==> src/rtl/ncq_pkg.sv <==
package ncq_pkg;
  typedef enum logic [1:0] {
    K_QREAD  = 2'd0,
    K_QWRITE = 2'd1,
    K_PLAIN  = 2'd2,
    K_LOGRD  = 2'd3
  } kind_t;

  typedef enum logic [2:0] {
    F_REG_OK    = 3'd0,
    F_REG_ERR   = 3'd1,
    F_DMA_SETUP = 3'd2,
    F_DMA_ACT   = 3'd3,
    F_SDB       = 3'd4
  } frame_t;

  typedef enum logic [3:0] {
    S_IDLE,
    S_ACK,
    S_BROKEN,
    S_WAITCLR,
    S_REJECT,
    S_SETUP,
    S_ACTIV,
    S_XFER,
    S_SDB_DONE,
    S_SDB_ERR,
    S_SDB_CLEAN
  } state_t;
endpackage

==> src/rtl/ncq_tagmap.sv <==
module ncq_tagmap #(
  parameter int TAG_W = 5,
  localparam int NTAG = 1 << TAG_W
) (
  input  logic             clk,
  input  logic             rst_n,
  input  logic             wipe,
  input  logic             set_en,
  input  logic [TAG_W-1:0] set_tag,
  input  logic             set_wr,
  input  logic             clr_en,
  input  logic [TAG_W-1:0] clr_tag,
  input  logic [TAG_W-1:0] look_a,
  output logic             hit_a,
  input  logic [TAG_W-1:0] look_b,
  output logic             hit_b,
  output logic             wr_b,
  output logic             any_busy,
  output logic [NTAG-1:0]  q_mask
);
  logic [NTAG-1:0] wr_slot;

  for (genvar g = 0; g < NTAG; g++) begin : g_slot
    always_ff @(posedge clk or negedge rst_n) begin
      if (!rst_n) begin
        q_mask[g]  <= 1'b0;
        wr_slot[g] <= 1'b0;
      end else if (wipe) begin
        q_mask[g] <= 1'b0;
      end else if (set_en && set_tag == TAG_W'(g)) begin
        q_mask[g]  <= 1'b1;
        wr_slot[g] <= set_wr;
      end else if (clr_en && clr_tag == TAG_W'(g)) begin
        q_mask[g] <= 1'b0;
      end
    end
  end

  assign hit_a    = q_mask[look_a];
  assign hit_b    = q_mask[look_b];
  assign wr_b     = wr_slot[look_b];
  assign any_busy = |q_mask;

  p_set_visible_r2: assert property (@(posedge clk) disable iff (!rst_n)
    set_en && !wipe && !clr_en |=> q_mask[$past(set_tag)]);
  p_wipe_empties_r11: assert property (@(posedge clk) disable iff (!rst_n)
    wipe |=> q_mask == '0);
  p_clear_drops_r8: assert property (@(posedge clk) disable iff (!rst_n)
    clr_en && !set_en |=> !q_mask[$past(clr_tag)]);
endmodule

==> src/rtl/ncq_seq.sv <==
module ncq_seq
  import ncq_pkg::*;
#(
  parameter int TAG_W = 5,
  localparam int NTAG = 1 << TAG_W
) (
  input  logic             clk,
  input  logic             rst_n,
  input  logic             soft_rst,
  input  logic             cmd_valid,
  output logic             cmd_ready,
  input  logic [1:0]       cmd_kind,
  input  logic [TAG_W-1:0] cmd_tag,
  input  logic             dp_valid,
  output logic             dp_ready,
  input  logic [TAG_W-1:0] dp_tag,
  input  logic             aa_en,
  input  logic             xfer_done,
  input  logic             xfer_err,
  input  logic             hit_cmd,
  input  logic             hit_dp,
  input  logic             wr_dp,
  input  logic             any_busy,
  input  logic [NTAG-1:0]  q_mask,
  output logic             wipe,
  output logic             set_en,
  output logic             set_wr,
  output logic             clr_en,
  output logic [TAG_W-1:0] clr_tag,
  output logic             frm_valid,
  input  logic             frm_ready,
  output logic [2:0]       frm_type,
  output logic [TAG_W-1:0] frm_tag,
  output logic             frm_dir,
  output logic             frm_aa,
  output logic             frm_err,
  output logic             frm_irq,
  output logic [NTAG-1:0]  frm_active,
  output logic             recovering
);
  state_t st, nxt;
  logic [TAG_W-1:0] cur_tag;
  logic cur_wr, cur_aa;
  logic cmd_fire, dp_fire, is_queued;
  kind_t kind;

  assign kind      = kind_t'(cmd_kind);
  assign is_queued = (kind == K_QREAD) || (kind == K_QWRITE);
  assign cmd_ready = (st == S_IDLE) || (st == S_WAITCLR);
  assign dp_ready  = (st == S_IDLE) && !cmd_valid;
  assign cmd_fire  = cmd_valid && cmd_ready;
  assign dp_fire   = dp_valid && dp_ready;
  assign set_wr    = (kind == K_QWRITE);
  assign clr_tag   = cur_tag;

  always_comb begin
    nxt    = st;
    set_en = 1'b0;
    clr_en = 1'b0;
    wipe   = 1'b0;
    unique case (st)
      S_IDLE: begin
        if (cmd_fire) begin
          if (is_queued) begin
            if (hit_cmd) nxt = S_BROKEN;
            else begin
              set_en = 1'b1;
              nxt    = S_ACK;
            end
          end else begin
            nxt = any_busy ? S_BROKEN : S_ACK;
          end
        end else if (dp_fire && hit_dp) begin
          nxt = S_SETUP;
        end
      end
      S_WAITCLR: begin
        if (cmd_fire) begin
          if (kind == K_LOGRD) begin
            wipe = 1'b1;
            nxt  = S_SDB_CLEAN;
          end else begin
            nxt = S_REJECT;
          end
        end
      end
      S_XFER: begin
        if (xfer_err) nxt = S_SDB_ERR;
        else if (xfer_done) begin
          clr_en = 1'b1;
          nxt    = S_SDB_DONE;
        end
      end
      S_ACK, S_SDB_DONE, S_SDB_CLEAN: if (frm_ready) nxt = S_IDLE;
      S_BROKEN, S_REJECT, S_SDB_ERR:  if (frm_ready) nxt = S_WAITCLR;
      S_SETUP:  if (frm_ready) nxt = (cur_wr && !cur_aa) ? S_ACTIV : S_XFER;
      S_ACTIV:  if (frm_ready) nxt = S_XFER;
      default:  nxt = S_IDLE;
    endcase
    if (soft_rst) begin
      nxt    = S_IDLE;
      wipe   = 1'b1;
      set_en = 1'b0;
      clr_en = 1'b0;
    end
  end

  always_ff @(posedge clk or negedge rst_n) begin
    if (!rst_n) begin
      st      <= S_IDLE;
      cur_tag <= '0;
      cur_wr  <= 1'b0;
      cur_aa  <= 1'b0;
    end else begin
      st <= nxt;
      if (!soft_rst && st == S_IDLE) begin
        if (cmd_fire) cur_tag <= cmd_tag;
        else if (dp_fire) begin
          cur_tag <= dp_tag;
          cur_wr  <= wr_dp;
          cur_aa  <= aa_en;
        end
      end
    end
  end

  always_comb begin
    frm_valid  = 1'b1;
    frm_type   = F_REG_OK;
    frm_err    = 1'b0;
    frm_irq    = 1'b0;
    frm_active = '0;
    unique case (st)
      S_ACK:       frm_type = F_REG_OK;
      S_BROKEN,
      S_REJECT: begin
        frm_type = F_REG_ERR;
        frm_err  = 1'b1;
      end
      S_SETUP:     frm_type = F_DMA_SETUP;
      S_ACTIV:     frm_type = F_DMA_ACT;
      S_SDB_DONE: begin
        frm_type   = F_SDB;
        frm_irq    = 1'b1;
        frm_active = q_mask;
      end
      S_SDB_ERR: begin
        frm_type   = F_SDB;
        frm_irq    = 1'b1;
        frm_err    = 1'b1;
        frm_active = q_mask;
      end
      S_SDB_CLEAN: begin
        frm_type   = F_SDB;
        frm_active = '1;
      end
      default:     frm_valid = 1'b0;
    endcase
  end

  assign frm_tag    = cur_tag;
  assign frm_dir    = (st == S_SETUP) && !cur_wr;
  assign frm_aa     = (st == S_SETUP) && cur_wr && cur_aa;
  assign recovering = (st == S_WAITCLR);

  p_frame_hold_r13: assert property (@(posedge clk) disable iff (!rst_n)
    frm_valid && !frm_ready && !soft_rst |=>
      frm_valid && $stable(frm_type) && $stable(frm_tag) && $stable(frm_dir)
      && $stable(frm_aa) && $stable(frm_err) && $stable(frm_irq));
  p_no_accept_busy_r13: assert property (@(posedge clk) disable iff (!rst_n)
    frm_valid |-> !cmd_ready && !dp_ready);
  p_dup_errors_r3: assert property (@(posedge clk) disable iff (!rst_n)
    st == S_IDLE && cmd_fire && is_queued && hit_cmd && !soft_rst |=>
      frm_valid && frm_type == F_REG_ERR);
  p_soft_reset_r12: assert property (@(posedge clk) disable iff (!rst_n)
    soft_rst |=> !frm_valid && cmd_ready);
  p_clean_mask_r11: assert property (@(posedge clk) disable iff (!rst_n)
    st == S_WAITCLR && cmd_fire && kind == K_LOGRD && !soft_rst |=>
      frm_valid && (&frm_active) && !frm_err && !frm_irq);
endmodule

==> src/rtl/ncq_ctrl.sv <==
module ncq_ctrl #(
  parameter int TAG_W = 5,
  localparam int NTAG = 1 << TAG_W
) (
  input  logic             clk,
  input  logic             rst_n,
  input  logic             soft_rst,
  input  logic             cmd_valid,
  output logic             cmd_ready,
  input  logic [1:0]       cmd_kind,
  input  logic [TAG_W-1:0] cmd_tag,
  input  logic             dp_valid,
  output logic             dp_ready,
  input  logic [TAG_W-1:0] dp_tag,
  input  logic             aa_en,
  input  logic             xfer_done,
  input  logic             xfer_err,
  output logic             frm_valid,
  input  logic             frm_ready,
  output logic [2:0]       frm_type,
  output logic [TAG_W-1:0] frm_tag,
  output logic             frm_dir,
  output logic             frm_aa,
  output logic             frm_err,
  output logic             frm_irq,
  output logic [NTAG-1:0]  frm_active,
  output logic [NTAG-1:0]  active_mask,
  output logic             recovering
);
  logic wipe, set_en, set_wr, clr_en;
  logic [TAG_W-1:0] clr_tag;
  logic hit_cmd, hit_dp, wr_dp, any_busy;

  ncq_tagmap #(.TAG_W(TAG_W)) u_map (
    .clk(clk), .rst_n(rst_n), .wipe(wipe),
    .set_en(set_en), .set_tag(cmd_tag), .set_wr(set_wr),
    .clr_en(clr_en), .clr_tag(clr_tag),
    .look_a(cmd_tag), .hit_a(hit_cmd),
    .look_b(dp_tag), .hit_b(hit_dp), .wr_b(wr_dp),
    .any_busy(any_busy), .q_mask(active_mask)
  );

  ncq_seq #(.TAG_W(TAG_W)) u_seq (
    .clk(clk), .rst_n(rst_n), .soft_rst(soft_rst),
    .cmd_valid(cmd_valid), .cmd_ready(cmd_ready),
    .cmd_kind(cmd_kind), .cmd_tag(cmd_tag),
    .dp_valid(dp_valid), .dp_ready(dp_ready), .dp_tag(dp_tag),
    .aa_en(aa_en), .xfer_done(xfer_done), .xfer_err(xfer_err),
    .hit_cmd(hit_cmd), .hit_dp(hit_dp), .wr_dp(wr_dp),
    .any_busy(any_busy), .q_mask(active_mask),
    .wipe(wipe), .set_en(set_en), .set_wr(set_wr),
    .clr_en(clr_en), .clr_tag(clr_tag),
    .frm_valid(frm_valid), .frm_ready(frm_ready), .frm_type(frm_type),
    .frm_tag(frm_tag), .frm_dir(frm_dir), .frm_aa(frm_aa),
    .frm_err(frm_err), .frm_irq(frm_irq), .frm_active(frm_active),
    .recovering(recovering)
  );
endmodule

==> config.mk <==
export PLATFORM = sky130hd
export DESIGN_NAME = ncq_ctrl
export DESIGN_NICKNAME = d
export VERILOG_FILES = /design/src/rtl/ncq_pkg.sv /design/src/rtl/ncq_tagmap.sv /design/src/rtl/ncq_seq.sv /design/src/rtl/ncq_ctrl.sv
export SDC_FILE = /design/constraint.sdc
export NUM_CORES = 1
export LEC_CHECK = 0
export BUFFER_PORTS_ARGS = -buffer_cell sky130_fd_sc_hd__buf_2
export CAP_MARGIN = 10
export CORE_ASPECT_RATIO = 0.6
export CORE_MARGIN = 3
export CORE_UTILIZATION = 40
export DETAILED_ROUTE_END_ITERATION = 10
export GPL_ROUTABILITY_DRIVEN = 0
export GPL_TIMING_DRIVEN = 0
export HOLD_SLACK_MARGIN = 0.15
export PLACE_DENSITY = 0.67
export RECOVER_POWER = 100
export SYNTH_ARGS = -nofsm -noshare
export SYNTH_HDL_FRONTEND = slang
export SYNTH_SLANG_ARGS = --single-unit
==> constraint.sdc <==
create_clock -name clk -period 3.9 [get_ports clk]
set_input_delay 0.585 -clock clk [delete_from_list [all_inputs] [get_ports clk]]
set_output_delay 0.585 -clock clk [all_outputs]
set_load 0.005 [all_outputs]
==> impl_metrics.yaml <==
sta:
  fin_tns_setup_ns: 0
  fin_crit_ns: 3.384
  final.setup_skew_ns: 0.008479
  slew_violations: 72
  relSlewSlack_pct: -20.25
  post-route-period-util_pct: 86.78
  final-setup-viol-count: 0
  hold_viol: 0
  worst_slew_pin_slew_ns: 1.804
  rsz0062_at_grt: "false"
  max_freq_mhz: 295.5
final_layout:
  syn_to_final_growth_pct: 18.08
  antennaDiodeCount: 0
  final_nets: 672
  final_cell_mix: "clkbuf_1, nor2_1, dfrtp_1, o21ai_0, nand2_1"
  drive_gt1_share_pct: 15.55
  fillers: 1112
clocking:
  cts-buffers-inserted: 9
  cts_setup_buffers: 0
  cts_htree_levels: 3
  clock_path_buffers: 2
  clock-root-buffer: "clkbuf_16"
  clkLatencyLatePin_ns: 0.34
  postCtsHoldBufs: 1
  cts.reportedPaths.clkPinSlew_ns: 0.06
  cts.sinks: 75
  cts_resized: 0
  cts_tree: "yes"
drt:
  drc: 0
  via_per_inst: 6.460
  drt_pass1_iterations: 7
  wl_um: 19300
  drtAntennaViolNets: 0
  wire_per_inst_um: 23.65
  vias: 5271
  drt-initial-drc-count: 807
outcome:
  violations: "max-capacitance violations, max-slew violations"
  outcome: "finished, violations left"
yosys:
  syn_area_mm2: 0.004942
  synth-main-ff-cell: "dfrtp_1"
  ys_seq_area_share_pct: 37.97
  synth_seq_cells: 75
  synth_edf_count: 0
  async_flop_share_pct: 100.0
  synth.avg_cell_area_um2: 9.052
  ys_types: 53
  yosys_warnings: 0
  syn_nets: 567
  synthCells: 546
global_route:
  grt_pass1_wl_um: 29500
  grt_remaining_overflow: 0
  grt_pass1_vias: 4955
  antenna_found_initial: 1
  grt_start_max_net_pins: 72
  grt_usage_pct: 28.30
pwr:
  power.switching_w: 0.001039
  pwr-share-clk_pct: 31.1
  pwr-share-comb_pct: 35.2
  p_leak_nw: 2.336
  power.internal_w: 0.001672
  ir_worst_vdd_uv: 243.2
  sw_frac_of_total_pct: 38.34
  power_frac_seq_pct: 33.7
  power_w: 0.002711
  power_density_mw_per_mm2: 464.6
critical_path:
  critPathKind: "in -> reg"
  crit_path_max_fanout: 10
  crit_arrival_ns: 3.63
  reg2reg_depth: 8
  reg2reg_to: "u_map.wr_slot[3]"
  setup.worst_path.end_class: "flip-flop"
  startpoint_type: "input pin"
  reg2reg_from: "u_map.q_mask[29]"
  rrSetupSlack_ns: 0.86
  required_ns: 4.14
worst_hold_path:
  worstHoldStart: "aa_en"
  hp-class: "in -> reg"
  whs_endpoint: "u_seq.cur_aa"
  holdPathStages: 2
die:
  rows: 30
  initial_utilization_pct: 42.34
  die_y_um: 92.10
  io_pins: 101
  dieArea_mm2: 0.01377
  coreArea_mm2: 0.01167
  dieWidth_um: 149.5
placement:
  portBuffers: 92
  dp_hpwl_um: 14500
job:
  maxCapViolCount: 1
## per-stage QoR
stage / utilization [%] / cells / setup WS (ns) / hold WS [ns] / area [um^2]
2_1_floorplan: - / 546 / 1.462 / 0.2894 / 4942
3_3_place_gp: 48.00 / 798 / 0.7262 / 0.4817 / 5603
3_5_place_dp: 48.25 / 799 / 0.7059 / 0.4049 / 5633
4_1_cts: 50.88 / 816 / 0.7517 / 0.4750 / 5939
5_1_grt: 49.99 / 816 / 0.3278 / 0.4962 / 5836
6_report: 49.99 / 816 / 0.5157 / 0.4806 / 5836
## Yosys cell counts (all sizes together) (2+ instances only)
cell type,number,area share [%]
nand2b,6,0.76
o31ai,32,5.7
and3b,2,0.35
clkbuf,36,2.7
buf,15,2.4
o311ai,4,0.71
o211ai,28,4.3
dfrtp,75,38
a21oi,9,0.91
mux4,21,9.6
and2,3,0.38
nand3b,8,1.2
nor3b,6,0.91
nand3,5,0.51
o211a,2,0.41
nor2,88,6.7
a211oi,2,0.30
o21ai,73,7.5
or3,6,0.76
and3,3,0.38
nor4,8,1.0
mux2i,23,4.7
nor3,8,0.81
nor2b,3,0.38
nand2,50,3.8
inv,4,0.30
or3b,2,0.35
and4,2,0.35
a41oi,2,0.35
a22o,3,0.53
## worst max-delay path by stage
stage	startpoint	endpoint	slack [ns]	cells after the start
4_1_cts	u_seq.st[1]	frm_active[27]	0.75	7
6_report	cmd_tag[0]	u_map.wr_slot[3]	0.52	9
3_5_place_dp	dp_tag[1]	u_seq.cur_wr	0.71	6
2_1_floorplan	dp_tag[0]	u_seq.cur_wr	1.46	6
3_3_place_gp	dp_tag[1]	u_seq.cur_wr	0.73	6
5_1_grt	cmd_tag[0]	u_map.wr_slot[3]	0.33	9
## sequential cells by signal, indices dropped and copies added (netlist names)
register       count
u_map.q_mask      32
u_map.wr_slot     32
u_seq.clr_tag      5
u_seq.cur_aa       1
u_seq.cur_wr       1
u_seq.st           4
## kinds of logic after synthesis
logic type	after synthesis	synth area share [%]
compound gates	169	23.14
buf+inv	55	5.418
simple gates	201	18.84
flops	75	37.97
xor+xnor	1	0.1772
mux	45	14.46
## power groups by stage
stage	combinational, W	sequential, W	clock, W
after floorplan	0.000619	0.000904	0
after global placement	0.000911	0.000918	0
after detailed placement	0.000935	0.000921	0
after CTS	0.000941	0.000909	0.000851
after global routing	0.00104	0.000919	0.000885
final	0.000954	0.000913	0.000844
## worst max-delay path: stages
cell and delay, ns:
clkbuf_1 0.20, clkbuf_1 0.50, mux4_2 0.62, a32o_1 0.24
o21ai_0 0.53, clkbuf_1 0.49, buf_6 0.24, o21ai_0 0.13
o31ai_2 0.07
## cell type report
class                           count  area, um^2  area share (%)
Sequential cell                    75        1877           32.16
Timing Repair Buffer               94       415.4           7.118
Tap cell                          160       200.2           3.431
Buffer                             51       244.0           4.181
Clock buffer                       12       246.5           4.224
Multi-Input combinational cell    416        2788           47.77
Inverter                            4       15.01          0.2573
Clock inverter                      4       50.05          0.8576
## per-layer routing
| metal | vias up | part of all wire (%) | track usage, % |
|---|---|---|---|
| li1 | 2239 | - | - |
| met1 | 2542 | 42 | 41.81 |
| met2 | 441 | 38 | 36.69 |
| met3 | 47 | 18 | 14.02 |
| met4 | 2 | 1.9 | 5.712 |
| met5 | - | 0.067 | 1.923 |
No activity file was read; power rests on OpenSTA's default activity.
